<file path="config.mk">
export PLATFORM = sky130hd
export DESIGN_NAME = pll_coef_search
export DESIGN_NICKNAME = d
export VERILOG_FILES = /design/src/rtl/pll_search_pkg.sv /design/src/rtl/pll_div_unit.sv /design/src/rtl/pll_code_map.sv /design/src/rtl/pll_cand_judge.sv /design/src/rtl/pll_coef_search.sv
export SDC_FILE = /design/constraint.sdc
export NUM_CORES = 2
export LEC_CHECK = 0
export ABC_CLOCK_PERIOD_IN_PS = 7050
export BUFFER_PORTS_ARGS = -buffer_cell sky130_fd_sc_hd__buf_2
export CAP_MARGIN = 25
export CORE_MARGIN = 8
export CORE_UTILIZATION = 57
export CTS_BUF_LIST = sky130_fd_sc_hd__clkbuf_2
export CTS_CLUSTER_SIZE = 20
export DETAILED_ROUTE_END_ITERATION = 8
export GPL_ROUTABILITY_DRIVEN = 0
export PLACE_DENSITY = 0.76
export SLEW_MARGIN = 20
export SYNTH_ARGS = -nofsm -noshare
export SYNTH_HDL_FRONTEND = slang
export SYNTH_SLANG_ARGS = --single-unit
export TNS_END_PERCENT = 5
</file>
<file path="constraint.sdc">
create_clock -name clk -period 7.05 [get_ports clk]
set_clock_uncertainty 0.05 [all_clocks]
set_input_delay 1.7625 -clock clk [delete_from_list [all_inputs] [get_ports clk]]
set_output_delay 1.7625 -clock clk [all_outputs]
set_load 0.1 [all_outputs]
</file>
<file path="src/rtl/pll_search_pkg.sv">
package pll_search_pkg;

   localparam int CODE_W    = 4;
   localparam int RATIO_W   = 6;
   localparam int NUM_CODES = 15;
   localparam int SCAN_LAST = 13;

   typedef enum logic [3:0] {
      ST_IDLE,
      ST_SLACK,
      ST_HIB,
      ST_LOB,
      ST_MAP,
      ST_CODE,
      ST_UPD,
      ST_NDIV,
      ST_NCHK,
      ST_VCO,
      ST_ROUND,
      ST_RATE
   } seq_t;

   // post-divider code to divide ratio; non-monotonic above code 9
   function automatic logic [RATIO_W-1:0] code_ratio(input logic [CODE_W-1:0] c);
      logic [RATIO_W-1:0] r;
      case (c)
         4'd0:    r = 6'd1;
         4'd1:    r = 6'd2;
         4'd2:    r = 6'd3;
         4'd3:    r = 6'd4;
         4'd4:    r = 6'd5;
         4'd5:    r = 6'd6;
         4'd6:    r = 6'd8;
         4'd7:    r = 6'd10;
         4'd8:    r = 6'd12;
         4'd9:    r = 6'd16;
         4'd10:   r = 6'd12;
         4'd11:   r = 6'd16;
         4'd12:   r = 6'd20;
         4'd13:   r = 6'd24;
         4'd14:   r = 6'd32;
         default: r = 6'd1;
      endcase
      return r;
   endfunction

endpackage

</file>
<file path="src/rtl/pll_div_unit.sv">
module pll_div_unit #(
   parameter int W = 27
) (
   input  logic         clk,
   input  logic         rst_n,
   input  logic         start,
   input  logic [W-1:0] num,
   input  logic [W-1:0] den,
   output logic         done,
   output logic [W-1:0] quot,
   output logic [W-1:0] rem
);

   localparam int CNT_W = $clog2(W + 1);

   logic [W-1:0]     rem_r, quo_r, den_r;
   logic [CNT_W-1:0] cnt;
   logic             running;
   logic [W:0]       shifted;
   logic             ge;
   logic [W-1:0]     diff;

   always_comb begin
      shifted = {rem_r, quo_r[W-1]};
      ge      = shifted >= {1'b0, den_r};
      diff    = shifted[W-1:0] - den_r;
   end

   always_ff @(posedge clk or negedge rst_n) begin
      if (!rst_n) begin
         rem_r   <= '0;
         quo_r   <= '0;
         den_r   <= '0;
         cnt     <= '0;
         running <= 1'b0;
         done    <= 1'b0;
      end else begin
         done <= 1'b0;
         if (start) begin
            rem_r   <= '0;
            quo_r   <= num;
            den_r   <= den;
            cnt     <= CNT_W'(W);
            running <= 1'b1;
         end else if (running) begin
            rem_r <= ge ? diff : shifted[W-1:0];
            quo_r <= {quo_r[W-2:0], ge};
            cnt   <= cnt - CNT_W'(1);
            if (cnt == CNT_W'(1)) begin
               running <= 1'b0;
               done    <= 1'b1;
            end
         end
      end
   end

   assign quot = quo_r;
   assign rem  = rem_r;

endmodule

</file>
<file path="src/rtl/pll_code_map.sv">
module pll_code_map
   import pll_search_pkg::*;
(
   input  logic [RATIO_W-1:0] bound,
   output logic [CODE_W-1:0]  code
);

   logic [SCAN_LAST:0] hit;

   for (genvar g = 0; g <= SCAN_LAST; g++) begin : g_cmp
      assign hit[g] = code_ratio(CODE_W'(g)) >= bound;
   end

   always_comb begin
      code = CODE_W'(NUM_CODES - 1);
      for (int i = SCAN_LAST; i >= 0; i--) begin
         if (hit[i]) code = CODE_W'(i);
      end
   end

endmodule

</file>
<file path="src/rtl/pll_cand_judge.sv">
module pll_cand_judge #(
   parameter int W = 27
) (
   input  logic [W-1:0] q,
   input  logic [W-1:0] vmin,
   input  logic [W-1:0] vmax,
   input  logic [W-1:0] goal,
   input  logic [W-1:0] best,
   output logic         in_win,
   output logic [W-1:0] delta,
   output logic         better
);

   always_comb begin
      in_win = (q >= vmin) && (q <= vmax);
      delta  = (q >= goal) ? (q - goal) : (goal - q);
      better = delta < best;
   end

endmodule

</file>
<file path="src/rtl/pll_coef_search.sv">
module pll_coef_search
   import pll_search_pkg::*;
#(
   parameter int FREQ_W    = 12,
   parameter int VCO_MIN   = 1000,
   parameter int VCO_MAX   = 2064,
   parameter int U_MIN     = 12,
   parameter int U_MAX     = 38,
   parameter int M_MIN     = 1,
   parameter int M_MAX     = 255,
   parameter int N_MIN     = 8,
   parameter int N_MAX     = 255,
   parameter int DIVR_MIN  = 1,
   parameter int DIVR_MAX  = 32,
   parameter int SLACK_DEN = 50,
   localparam int M_W      = $clog2(M_MAX + 1),
   localparam int N_W      = $clog2(N_MAX + 1)
) (
   input  logic              clk,
   input  logic              rst_n,
   input  logic              start,
   input  logic [FREQ_W-1:0] target_mhz,
   input  logic [FREQ_W-1:0] ref_mhz,
   output logic              busy,
   output logic              done,
   output logic [M_W-1:0]    m_out,
   output logic [N_W-1:0]    n_out,
   output logic [3:0]        pl_out,
   output logic              exact,
   output logic [FREQ_W+1:0] rate_mhz
);

   localparam int DIV_W = FREQ_W + 1 + RATIO_W + M_W;

   localparam logic [DIV_W-1:0] ONE_W   = DIV_W'(1);
   localparam logic [DIV_W-1:0] VMIN_W  = DIV_W'(VCO_MIN);
   localparam logic [DIV_W-1:0] VMAX_W  = DIV_W'(VCO_MAX);
   localparam logic [DIV_W-1:0] UMIN_W  = DIV_W'(U_MIN);
   localparam logic [DIV_W-1:0] UMAX_W  = DIV_W'(U_MAX);
   localparam logic [DIV_W-1:0] MMIN_W  = DIV_W'(M_MIN);
   localparam logic [DIV_W-1:0] MMAX_W  = DIV_W'(M_MAX);
   localparam logic [DIV_W-1:0] NMIN_W  = DIV_W'(N_MIN);
   localparam logic [DIV_W-1:0] NMAX_W  = DIV_W'(N_MAX);
   localparam logic [DIV_W-1:0] DRMIN_W = DIV_W'(DIVR_MIN);
   localparam logic [DIV_W-1:0] DRMAX_W = DIV_W'(DIVR_MAX);
   localparam logic [DIV_W-1:0] SLACK_W = DIV_W'(SLACK_DEN);

   if (VCO_MIN >= VCO_MAX) begin : g_bad_vco
      $error("VCO_MIN must be below VCO_MAX");
   end
   if (U_MIN > U_MAX || U_MIN < 1) begin : g_bad_u
      $error("update-rate window is empty");
   end
   if (M_MIN < 1 || M_MIN > M_MAX) begin : g_bad_m
      $error("M range invalid");
   end
   if (N_MIN > N_MAX) begin : g_bad_n
      $error("N range invalid");
   end
   if (DIVR_MIN < 1 || DIVR_MAX > 63 || DIVR_MIN > DIVR_MAX) begin : g_bad_divr
      $error("divide bound range invalid");
   end
   if (SLACK_DEN < 1) begin : g_bad_slack
      $error("SLACK_DEN must be positive");
   end

   seq_t               st;
   logic               go;
   logic [DIV_W-1:0]   dv_num, dv_den, dv_q, dv_r;
   logic               dv_done;

   logic [DIV_W-1:0]   tclk, tvco, maxv, ref_r, tv, vco;
   logic [DIV_W-1:0]   m_cur, n_cur, n_hi, best_d;
   logic [CODE_W-1:0]  pl, best_pl;
   logic [M_W-1:0]     best_m;
   logic [N_W-1:0]     best_n;
   logic [RATIO_W-1:0] hi_bnd, lo_bnd;
   logic [CODE_W-1:0]  hi_code, lo_code;
   logic [DIV_W-1:0]   ratio_w, ratio_best;
   logic               in_win, better;
   logic [DIV_W-1:0]   delta;

   function automatic logic [RATIO_W-1:0] clamp_div(input logic [DIV_W-1:0] v);
      if (v < DRMIN_W)      return RATIO_W'(DIVR_MIN);
      else if (v > DRMAX_W) return RATIO_W'(DIVR_MAX);
      else                  return v[RATIO_W-1:0];
   endfunction

   assign ratio_w    = DIV_W'(code_ratio(pl));
   assign ratio_best = DIV_W'(code_ratio(best_pl));

   pll_code_map u_lo_map (.bound(lo_bnd), .code(lo_code));
   pll_code_map u_hi_map (.bound(hi_bnd), .code(hi_code));

   pll_cand_judge #(.W(DIV_W)) u_judge (
      .q      (dv_q),
      .vmin   (VMIN_W),
      .vmax   (maxv),
      .goal   (tclk),
      .best   (best_d),
      .in_win (in_win),
      .delta  (delta),
      .better (better)
   );

   // operand selection for the shared divider
   always_comb begin
      dv_num = '0;
      dv_den = ONE_W;
      case (st)
         ST_SLACK: begin dv_num = tclk;               dv_den = SLACK_W;            end
         ST_HIB:   begin dv_num = maxv + tvco - ONE_W; dv_den = tvco;              end
         ST_LOB:   begin dv_num = VMIN_W;             dv_den = tvco;               end
         ST_UPD:   begin dv_num = ref_r;              dv_den = m_cur;              end
         ST_NDIV:  begin dv_num = tv * m_cur;         dv_den = ref_r;              end
         ST_VCO:   begin dv_num = ref_r * n_cur;      dv_den = m_cur;              end
         ST_ROUND: begin dv_num = vco + (ratio_w >> 1); dv_den = ratio_w;          end
         ST_RATE:  begin dv_num = ref_r * DIV_W'(best_n);
                         dv_den = DIV_W'(best_m) * ratio_best;                     end
         default:  begin dv_num = '0;                 dv_den = ONE_W;              end
      endcase
   end

   pll_div_unit #(.W(DIV_W)) u_div (
      .clk   (clk),
      .rst_n (rst_n),
      .start (go),
      .num   (dv_num),
      .den   (dv_den),
      .done  (dv_done),
      .quot  (dv_q),
      .rem   (dv_r)
   );

   always_ff @(posedge clk or negedge rst_n) begin
      if (!rst_n) begin
         st       <= ST_IDLE;
         go       <= 1'b0;
         done     <= 1'b0;
         tclk     <= '0;
         tvco     <= '0;
         maxv     <= '0;
         ref_r    <= '0;
         tv       <= '0;
         vco      <= '0;
         m_cur    <= '0;
         n_cur    <= '0;
         n_hi     <= '0;
         best_d   <= '0;
         pl       <= '0;
         best_pl  <= '0;
         best_m   <= '0;
         best_n   <= '0;
         hi_bnd   <= '0;
         lo_bnd   <= '0;
         m_out    <= '0;
         n_out    <= '0;
         pl_out   <= '0;
         exact    <= 1'b0;
         rate_mhz <= '0;
      end else begin
         go   <= 1'b0;
         done <= 1'b0;
         case (st)
            ST_IDLE: if (start) begin
               tclk    <= DIV_W'(target_mhz) << 1;
               ref_r   <= DIV_W'(ref_mhz);
               best_m  <= M_W'(M_MAX);
               best_n  <= N_W'(N_MIN);
               best_pl <= CODE_W'(DIVR_MIN);
               best_d  <= '1;
               st      <= ST_SLACK;
               go      <= 1'b1;
            end
            ST_SLACK: if (dv_done) begin
               tvco <= tclk + dv_q;
               maxv <= (VMAX_W < tclk + dv_q) ? tclk + dv_q : VMAX_W;
               st   <= ST_HIB;
               go   <= 1'b1;
            end
            ST_HIB: if (dv_done) begin
               hi_bnd <= clamp_div(dv_q);
               st     <= ST_LOB;
               go     <= 1'b1;
            end
            ST_LOB: if (dv_done) begin
               lo_bnd <= clamp_div(dv_q);
               st     <= ST_MAP;
            end
            ST_MAP: begin
               pl <= lo_code;
               st <= ST_CODE;
            end
            ST_CODE: begin
               if (pl > hi_code) begin
                  st <= ST_RATE;
                  go <= 1'b1;
               end else begin
                  tv    <= tclk * ratio_w;
                  m_cur <= MMIN_W;
                  st    <= ST_UPD;
                  go    <= 1'b1;
               end
            end
            ST_UPD: if (dv_done) begin
               if (dv_q < UMIN_W) begin
                  pl <= pl + CODE_W'(1);
                  st <= ST_CODE;
               end else if (dv_q > UMAX_W) begin
                  if (m_cur >= MMAX_W) begin
                     pl <= pl + CODE_W'(1);
                     st <= ST_CODE;
                  end else begin
                     m_cur <= m_cur + ONE_W;
                     go    <= 1'b1;
                  end
               end else begin
                  st <= ST_NDIV;
                  go <= 1'b1;
               end
            end
            ST_NDIV: if (dv_done) begin
               if (dv_q > NMAX_W) begin
                  pl <= pl + CODE_W'(1);
                  st <= ST_CODE;
               end else begin
                  n_cur <= dv_q;
                  n_hi  <= dv_q + ((dv_r != '0) ? ONE_W : '0);
                  st    <= ST_NCHK;
               end
            end
            ST_NCHK: begin
               if (n_cur > n_hi || n_cur > NMAX_W) begin
                  if (m_cur >= MMAX_W) begin
                     pl <= pl + CODE_W'(1);
                     st <= ST_CODE;
                  end else begin
                     m_cur <= m_cur + ONE_W;
                     st    <= ST_UPD;
                     go    <= 1'b1;
                  end
               end else if (n_cur < NMIN_W) begin
                  n_cur <= n_cur + ONE_W;
               end else begin
                  st <= ST_VCO;
                  go <= 1'b1;
               end
            end
            ST_VCO: if (dv_done) begin
               if (in_win) begin
                  vco <= dv_q;
                  st  <= ST_ROUND;
                  go  <= 1'b1;
               end else begin
                  n_cur <= n_cur + ONE_W;
                  st    <= ST_NCHK;
               end
            end
            ST_ROUND: if (dv_done) begin
               if (better) begin
                  best_d  <= delta;
                  best_m  <= m_cur[M_W-1:0];
                  best_n  <= n_cur[N_W-1:0];
                  best_pl <= pl;
               end
               if (better && delta == '0) begin
                  st <= ST_RATE;
                  go <= 1'b1;
               end else begin
                  n_cur <= n_cur + ONE_W;
                  st    <= ST_NCHK;
               end
            end
            ST_RATE: if (dv_done) begin
               m_out    <= best_m;
               n_out    <= best_n;
               pl_out   <= best_pl;
               exact    <= (best_d == '0);
               rate_mhz <= dv_q[FREQ_W+2:1];
               done     <= 1'b1;
               st       <= ST_IDLE;
            end
            default: st <= ST_IDLE;
         endcase
      end
   end

   assign busy = (st != ST_IDLE);

endmodule

</file>
; ---- Word level (Yosys, flattened, before mapping)
; Memories as Yosys holds them, arrays and structs flattened.
; Index checks and enable logic that the tools add are counted.
[totals]
regBits = 404
rom_bits = 192
inputBits = 27
output_inout_bits = 37
word_cells = 272
n_memories = 2
[classes]
n_addsub = 12
n_mul = 5
order_cmp = 40
n_eq_ne = 35
muxes = 117
n_bitwise = 2
reduce_logical = 29
[memory_table]
columns = memory, words, width, rd, rd_clocked_by_memory_dff, wr, line_no
row1 = (no name shown), 16, 6, 1, 0, 0, pll_search_pkg.sv:26  ; case (c)
row2 = (no name shown), 16, 6, 1, 0, 0, pll_search_pkg.sv:26
[ops]
columns = op, n
row1 = $mux W27, 24
row2 = $pmux W27 S8, 1
row3 = $mux W4, 41
row4 = $pmux W27 S6, 1
row5 = $pmux W27 S4, 1
row6 = $pmux W27 S3, 1
row7 = $add A27 B1 Y27 const B, 2
row8 = $gt A27 B6 Y1 const B, 2
row9 = $gt A27 B8 Y1 const B, 2
row10 = $logic_not A27 Y1, 2
row11 = $lt A27 B4 Y1 const B, 2
row12 = $pmux W27 S2, 1
row13 = $mux W8, 6
row14 = $pmux W4 S12, 1
row15 = $ge A3 B6 Y1 const A, 6
row16 = $ge A4 B6 Y1 const A, 6
row17 = $ge A5 B6 Y1 const A, 6
row18 = $pmux W8 S2, 2
row19 = $ge A28 B27 Y1, 1
row20 = $add A13 B27 Y27, 1
row21 = $add A27 B1 Y27, 1
row22 = $add A27 B27 Y27, 1
row23 = $add A27 B5 Y27, 1
row24 = $ge A27 B10 Y1 const B, 1
row25 = other kinds (53), 127

; ---- Logic depth before layout (Yosys ltp)
[logic_depth]
depth_word = 16
depth_mapped = 27
mapped_depth_nobuf = 25

; ---- Cells and area by module
; From an unflattened synthesis, not the netlist that was laid out.
[hier_totals]
cells_unflattened = 6286
hier_area_um2 = 52898.2
[by_module_without_submodules]
columns = module, n_inst, cells_per_inst, area_each_um2, seq_area_each_um2
row1 = pll_coef_search, 1, 4948, 42334.4, 7707.4
row2 = pll_div_unit, 1, 597, 5341.4, 2202.1
row3 = pll_cand_judge, 1, 691, 4892.2, 0.0
row4 = pll_code_map, 2, 25, 165.2, 0.0

; ---- Least setup slack after synthesis
; No wires, ideal clock.
[synth_path]
path_type = register to register
start = register tv[8]
end = register u_div.quo_r[26], in the netlist u_div.quot[26]
setup_ns = 0.131
t_arrival_ns = 6.897
required_time_ns = 6.869
slack_ns = -0.028
path_stages_with_launch = 26
n_path_buf = 2
period_less_slack_ns = 7.078
cell_sequence = dfrtp_1 clkbuf_1 buf_1 nand2_1 fa_1 fa_1 fa_1 fa_1 inv_1 ha_1 fa_1 inv_1 fa_1 inv_1 ha_1 a21o_1 a21oi_1 o2111ai_1 a31oi_1 nor2b_1 o21a_1 or4_1 a41o_1 xnor2_1 a221oi_1 a31oi_1
[synth_via]
elab_chain_len = 3
[synth_lines]
columns = element, line_no
row1 = start: declaration, pll_coef_search.sv:72  ; logic [DIV_W-1:0] tclk, tvco, maxv, ref_r, tv, vco;
row2 = start signal: assignment, pll_coef_search.sv:199  ; tv <= tclk * ratio_w;
row3 = $mul A26 B27 Y26, pll_coef_search.sv:115  ; ST_NDIV: begin dv_num = tv * m_cur; dv_den = ref_r; end
row4 = $pmux W27 S8, pll_coef_search.sv:110  ; case (st)
row5 = $mux W27, pll_div_unit.sv:39  ; if (start) begin
row6 = end signal: assignment, pll_div_unit.sv:41  ; quo_r <= num;
row7 = end signal: assignment, pll_div_unit.sv:47  ; quo_r <= {quo_r[W-2:0], ge};
row8 = end: declaration, pll_div_unit.sv:16  ; logic [W-1:0] rem_r, quo_r, den_r;
; No other way between the ends.
; A chain may end at the register's enable or synchronous reset.

; ---- Final worst setup path
[layout_path]
start = register tv[9]
end = register u_div.quo_r[25], in the netlist u_div.quot[25]
; The elaborated chain is that of the path after synthesis.

==> summary.log <==
qor: power.ir_worst_vdd 0.000109 V
qor: yosys.post_synth_instance_area 50400 µm²
qor: clock_tree.htree_levels 3
qor: flow_run.max_cap_viol_count 0
qor: route.drtPass1Iterations 9
qor: yosys.postSynth.topFlopCell sky130_fd_sc_hd__dfrtp_1
qor: yosys.synth-edff-count 0
qor: power.power.leakage 27.2 nW
qor: yosys.synth_warnings 0
qor: route.vias_per_cell 6.11
qor: global_routing.global_route.usage.total 32.5%
qor: yosys.synth_nets 6909
qor: yosys.asyncSetResetFlopFracSynth 100%
qor: route.routed-via-count 44100
qor: clock_tree.hold_buf_cts 0
qor: critical_path.largest_stage_delay_on_the_critical_path 580 ps
qor: critical_path.timing.critical_path.mode_cell sky130_fd_sc_hd__fa_1
qor: power.power.density 75.2 nW/µm²
qor: critical_path.reg2reg_from tv[9]
qor: critical_path.worstSetupPathType flip-flop to flip-flop
qor: timing.worst_pin_slew 1070 ps
qor: route.detailedRoute.firstIterationViolations 5155
qor: yosys.avgSynthCellArea 8.56 µm²
qor: yosys.synthesis.instances 5884
qor: clock_tree.cts_num_sinks 396
qor: global_routing.grt_first_pass_wirelength 251 mm
qor: place.dp_hpwl 124 mm
qor: critical_path.worstPathBufferInverterCount 6
qor: global_routing.grt_antenna_before_repair 15
qor: floorplanning.die_y 313 µm
qor: clock_tree.tritoncts yes
qor: timing.timing.slew.headroom 27.4%
qor: critical_path.cpLargestDelayFamily adder cells
qor: min_path.worst_hold_path_class primary input to async pin
qor: cells_and_area.finalInstanceArea 54000 µm²
qor: outcome.run_status complete, but fails checks
qor: global_routing.largest_net_degree_at_the_start_of_global_routing 162
qor: critical_path.reg2reg_depth 24
qor: critical_path.cp_cell_sequence buf_4, buf_4, and2_1, fa_1, fa_1, inv_1, fa_1, fa_1, fa_1, inv_1, fa_1, inv_1, fa_1, inv_1, ha_4, nand2_1, nor2_1, a211oi_2, o21bai_1, a21oi_2, o21ai_1, xnor2_1, o221ai_1, a221o_1
qor: route.routed_wirelength 160 mm
qor: cells_and_area.final_common_cell sky130_fd_sc_hd__inv_1
qor: floorplanning.core 88000 µm²
qor: floorplanning.effective_utilization_at_floorplan 57.3%
qor: timing.final_hold_viol_count 0
qor: outcome.failed_checks DRC
qor: cells_and_area.final_core_utilization 61.4%
qor: critical_path.regToRegSetupSlack 170 ps
qor: critical_path.cp-startpoint tv[9]
qor: timing.max_freq 0.145 GHz
qor: critical_path.cpMaxStageDelayCell sky130_fd_sc_hd__fa_1
qor: critical_path.reg2reg_to u_div.quot[25]
qor: cells_and_area.final_nets 7001
qor: global_routing.grt_remaining_overflow 0
qor: yosys.yosysSeqAreaShare 19.7%
qor: route.drt.antenna.violating_nets 0
qor: critical_path.setup.worst_path.end u_div.quot[25]
qor: timing.fin_worst_hold_slack 259 ps
qor: critical_path.levels_on_crit_path 24
qor: place.post_dp_cell_area 52800 µm²
qor: clock_tree.cts_made_buffers 109
qor: floorplanning.floorplan.die.width 313 µm
qor: critical_path.worst_setup_path_start_kind flip-flop
qor: place.placement.io_buffers 63
qor: power.report.power.total 0.00406 W
qor: clock_tree.cts-root-to-sink-buffers 3
qor: floorplanning.rows 109
qor: global_routing.vias_in_the_first_global_route 44700
qor: yosys.postSynthRegisterBits 396
qor: timing.setup_viol 0
qor: critical_path.timing.critical_path.required 8210 ps
qor: clock_tree.ctsRootBufferMaster sky130_fd_sc_hd__clkbuf_2
qor: clock_tree.cts.reportedPaths.clkPinSlew 120 ps
qor: route.drc 161
qor: floorplanning.design.portCount 64
qor: critical_path.cp.arrival 8050 ps
qor: critical_path.critical_path.max_fanout 10
qor: timing.finalWorstPathRequiredPeriod 6880 ps
qor: cells_and_area.layout_common_cells sky130_fd_sc_hd__inv_1, sky130_fd_sc_hd__nand2_1, sky130_fd_sc_hd__fa_1
qor: timing.grt_setup_unrepaired true
qor: floorplanning.dieArea 98100 µm²
qor: cells_and_area.area_growth_syn_to_layout 7.23%
qor: yosys.synth_cell_type_count 97
qor: clock_tree.clk_latency 1470 ps
qor: cells_and_area.drive_gt1_share 10.0%
qor: cells_and_area.fill_cells 7531
qor: route.avgRoutedWirePerCell 22.2 µm
qor: timing.timing.final.crit_share 97.6%
qor: critical_path.endpoint_kind flip-flop
qor: timing.drv_slew 0
## cells in the mapped netlist (all sizes together) (9+ instances only)
master     n  area share [%]
and3      35            0.43
o21bai    33            0.50
nand3     75            0.75
nor2b     40            0.50
a2bb2oi   21            0.48
nand4     52            0.65
o21a      30            0.45
mux2      50             1.1
and2     385             4.8
o22ai     67            0.83
and4      13            0.23
ha       443              11
a21o      67             1.0
or2       11            0.14
o21ai    275             2.7
a222oi    17            0.34
o221ai    10            0.17
xnor2    173             3.0
a31oi     63            0.78
o31ai     15            0.22
a211oi    51            0.79
a21boi    41            0.61
mux2i     46            0.91
nand2    722             5.4
o211ai    14            0.22
dfrtp    396              20
o31a      11            0.19
nor3b      9            0.13
nand2b    32            0.40
nor2     245             1.8
a22oi     26            0.39
or3       19            0.25
xor2      80             1.4
or4       13            0.20
a221oi    20            0.36
clkbuf   298             2.2
fa       555              22
buf       24            0.27
nor4      32            0.40
inv      965             7.2
nor3      78            0.78
a21oi    230             2.3
## what timing repair did
item	CTS	global route
setup endpoints to repair	2	28
setup buffers	0	4
endpoints found under the hold margin	0	0
gates cloned	0	0
gates resized for setup	1	43
pin swaps	0	26
## where the power goes
part	total, W	switching [W]	internal [W]
registers	0.00227	0	0.00227
logic	0.0000550	0.0000471	0.00000790
clock network	0.00174	0.00114	0.000599
total	0.00406	0.00118	0.00288
## area by class of cell
type	instances	area, µm²	area share, %
tap	1165	1460	2.70
sequential	396	9920	18.4
timing repair buffer	303	2190	4.05
clock buffer	151	756	1.40
multi-input combinational	4199	35800	66.4
inverter	967	3630	6.72
antenna	11	27.5	0.0510
clock inverter	34	176	0.327
## worst register-to-register path, cell delays in order, from the launching register on
cell and delay, ps:
sky130_fd_sc_hd__dfrtp_1 450, sky130_fd_sc_hd__buf_4 160, sky130_fd_sc_hd__buf_4 160, sky130_fd_sc_hd__and2_1 180
sky130_fd_sc_hd__fa_1 470, sky130_fd_sc_hd__fa_1 520, sky130_fd_sc_hd__inv_1 70, sky130_fd_sc_hd__fa_1 580
sky130_fd_sc_hd__fa_1 440, sky130_fd_sc_hd__fa_1 500, sky130_fd_sc_hd__inv_1 60, sky130_fd_sc_hd__fa_1 560
sky130_fd_sc_hd__inv_1 70, sky130_fd_sc_hd__fa_1 530, sky130_fd_sc_hd__inv_1 60, sky130_fd_sc_hd__ha_4 260
sky130_fd_sc_hd__nand2_1 80, sky130_fd_sc_hd__nor2_1 60, sky130_fd_sc_hd__a211oi_2 340, sky130_fd_sc_hd__o21bai_1 140
sky130_fd_sc_hd__a21oi_2 170, sky130_fd_sc_hd__o21ai_1 100, sky130_fd_sc_hd__xnor2_1 270, sky130_fd_sc_hd__o221ai_1 150
sky130_fd_sc_hd__a221o_1 360
## stage by stage
step	cells	TNS (ps)	worst slack [ps]
after detailed placement	7025	-84.6	-78.0
after global placement	7023	0	49.3
after floorplan	5884	0	49.3
after CTS	7210	-30.0	-30.0
final	7226	0	167
after global routing	7222	-50.5	-25.1
## layer usage
metal  share of wire [%]  track usage (%)  wire length, µm
met5               0.072                0              115
met4                 7.4             19.6            11900
met3                  12             10.1            19400
met2                  43             49.0            69100
met1                  37             41.0            60000
## cell families after synthesis
kind of cell | Yosys count | synth area share [%]
AOI/OAI and AO/OA | 1070 | 13.9
xor gates and xnor gates | 253 | 4.40
adders and majority gates | 999 | 33.1
buffers and inverters | 1289 | 9.70
DFF | 396 | 19.7
muxes | 96 | 2.03
and+or+nand+nor | 1781 | 17.2
## worst min-delay path by stage
stage	startpoint	to	slack [ps]	cells past startpoint
2_1_floorplan	maxv[13]	maxv[13]	400	1
4_1_cts	rst_n	vco[4]	250	1
3_5_place_dp	maxv[13]	maxv[13]	420	1
6_report	rst_n	u_div.quot[4]	260	1
5_1_grt	rst_n	u_div.quot[3]	260	1
3_3_place_gp	rate_mhz[2]	rate_mhz[2]	410	2
Note: power is estimated with default switching activity, not from simulation.
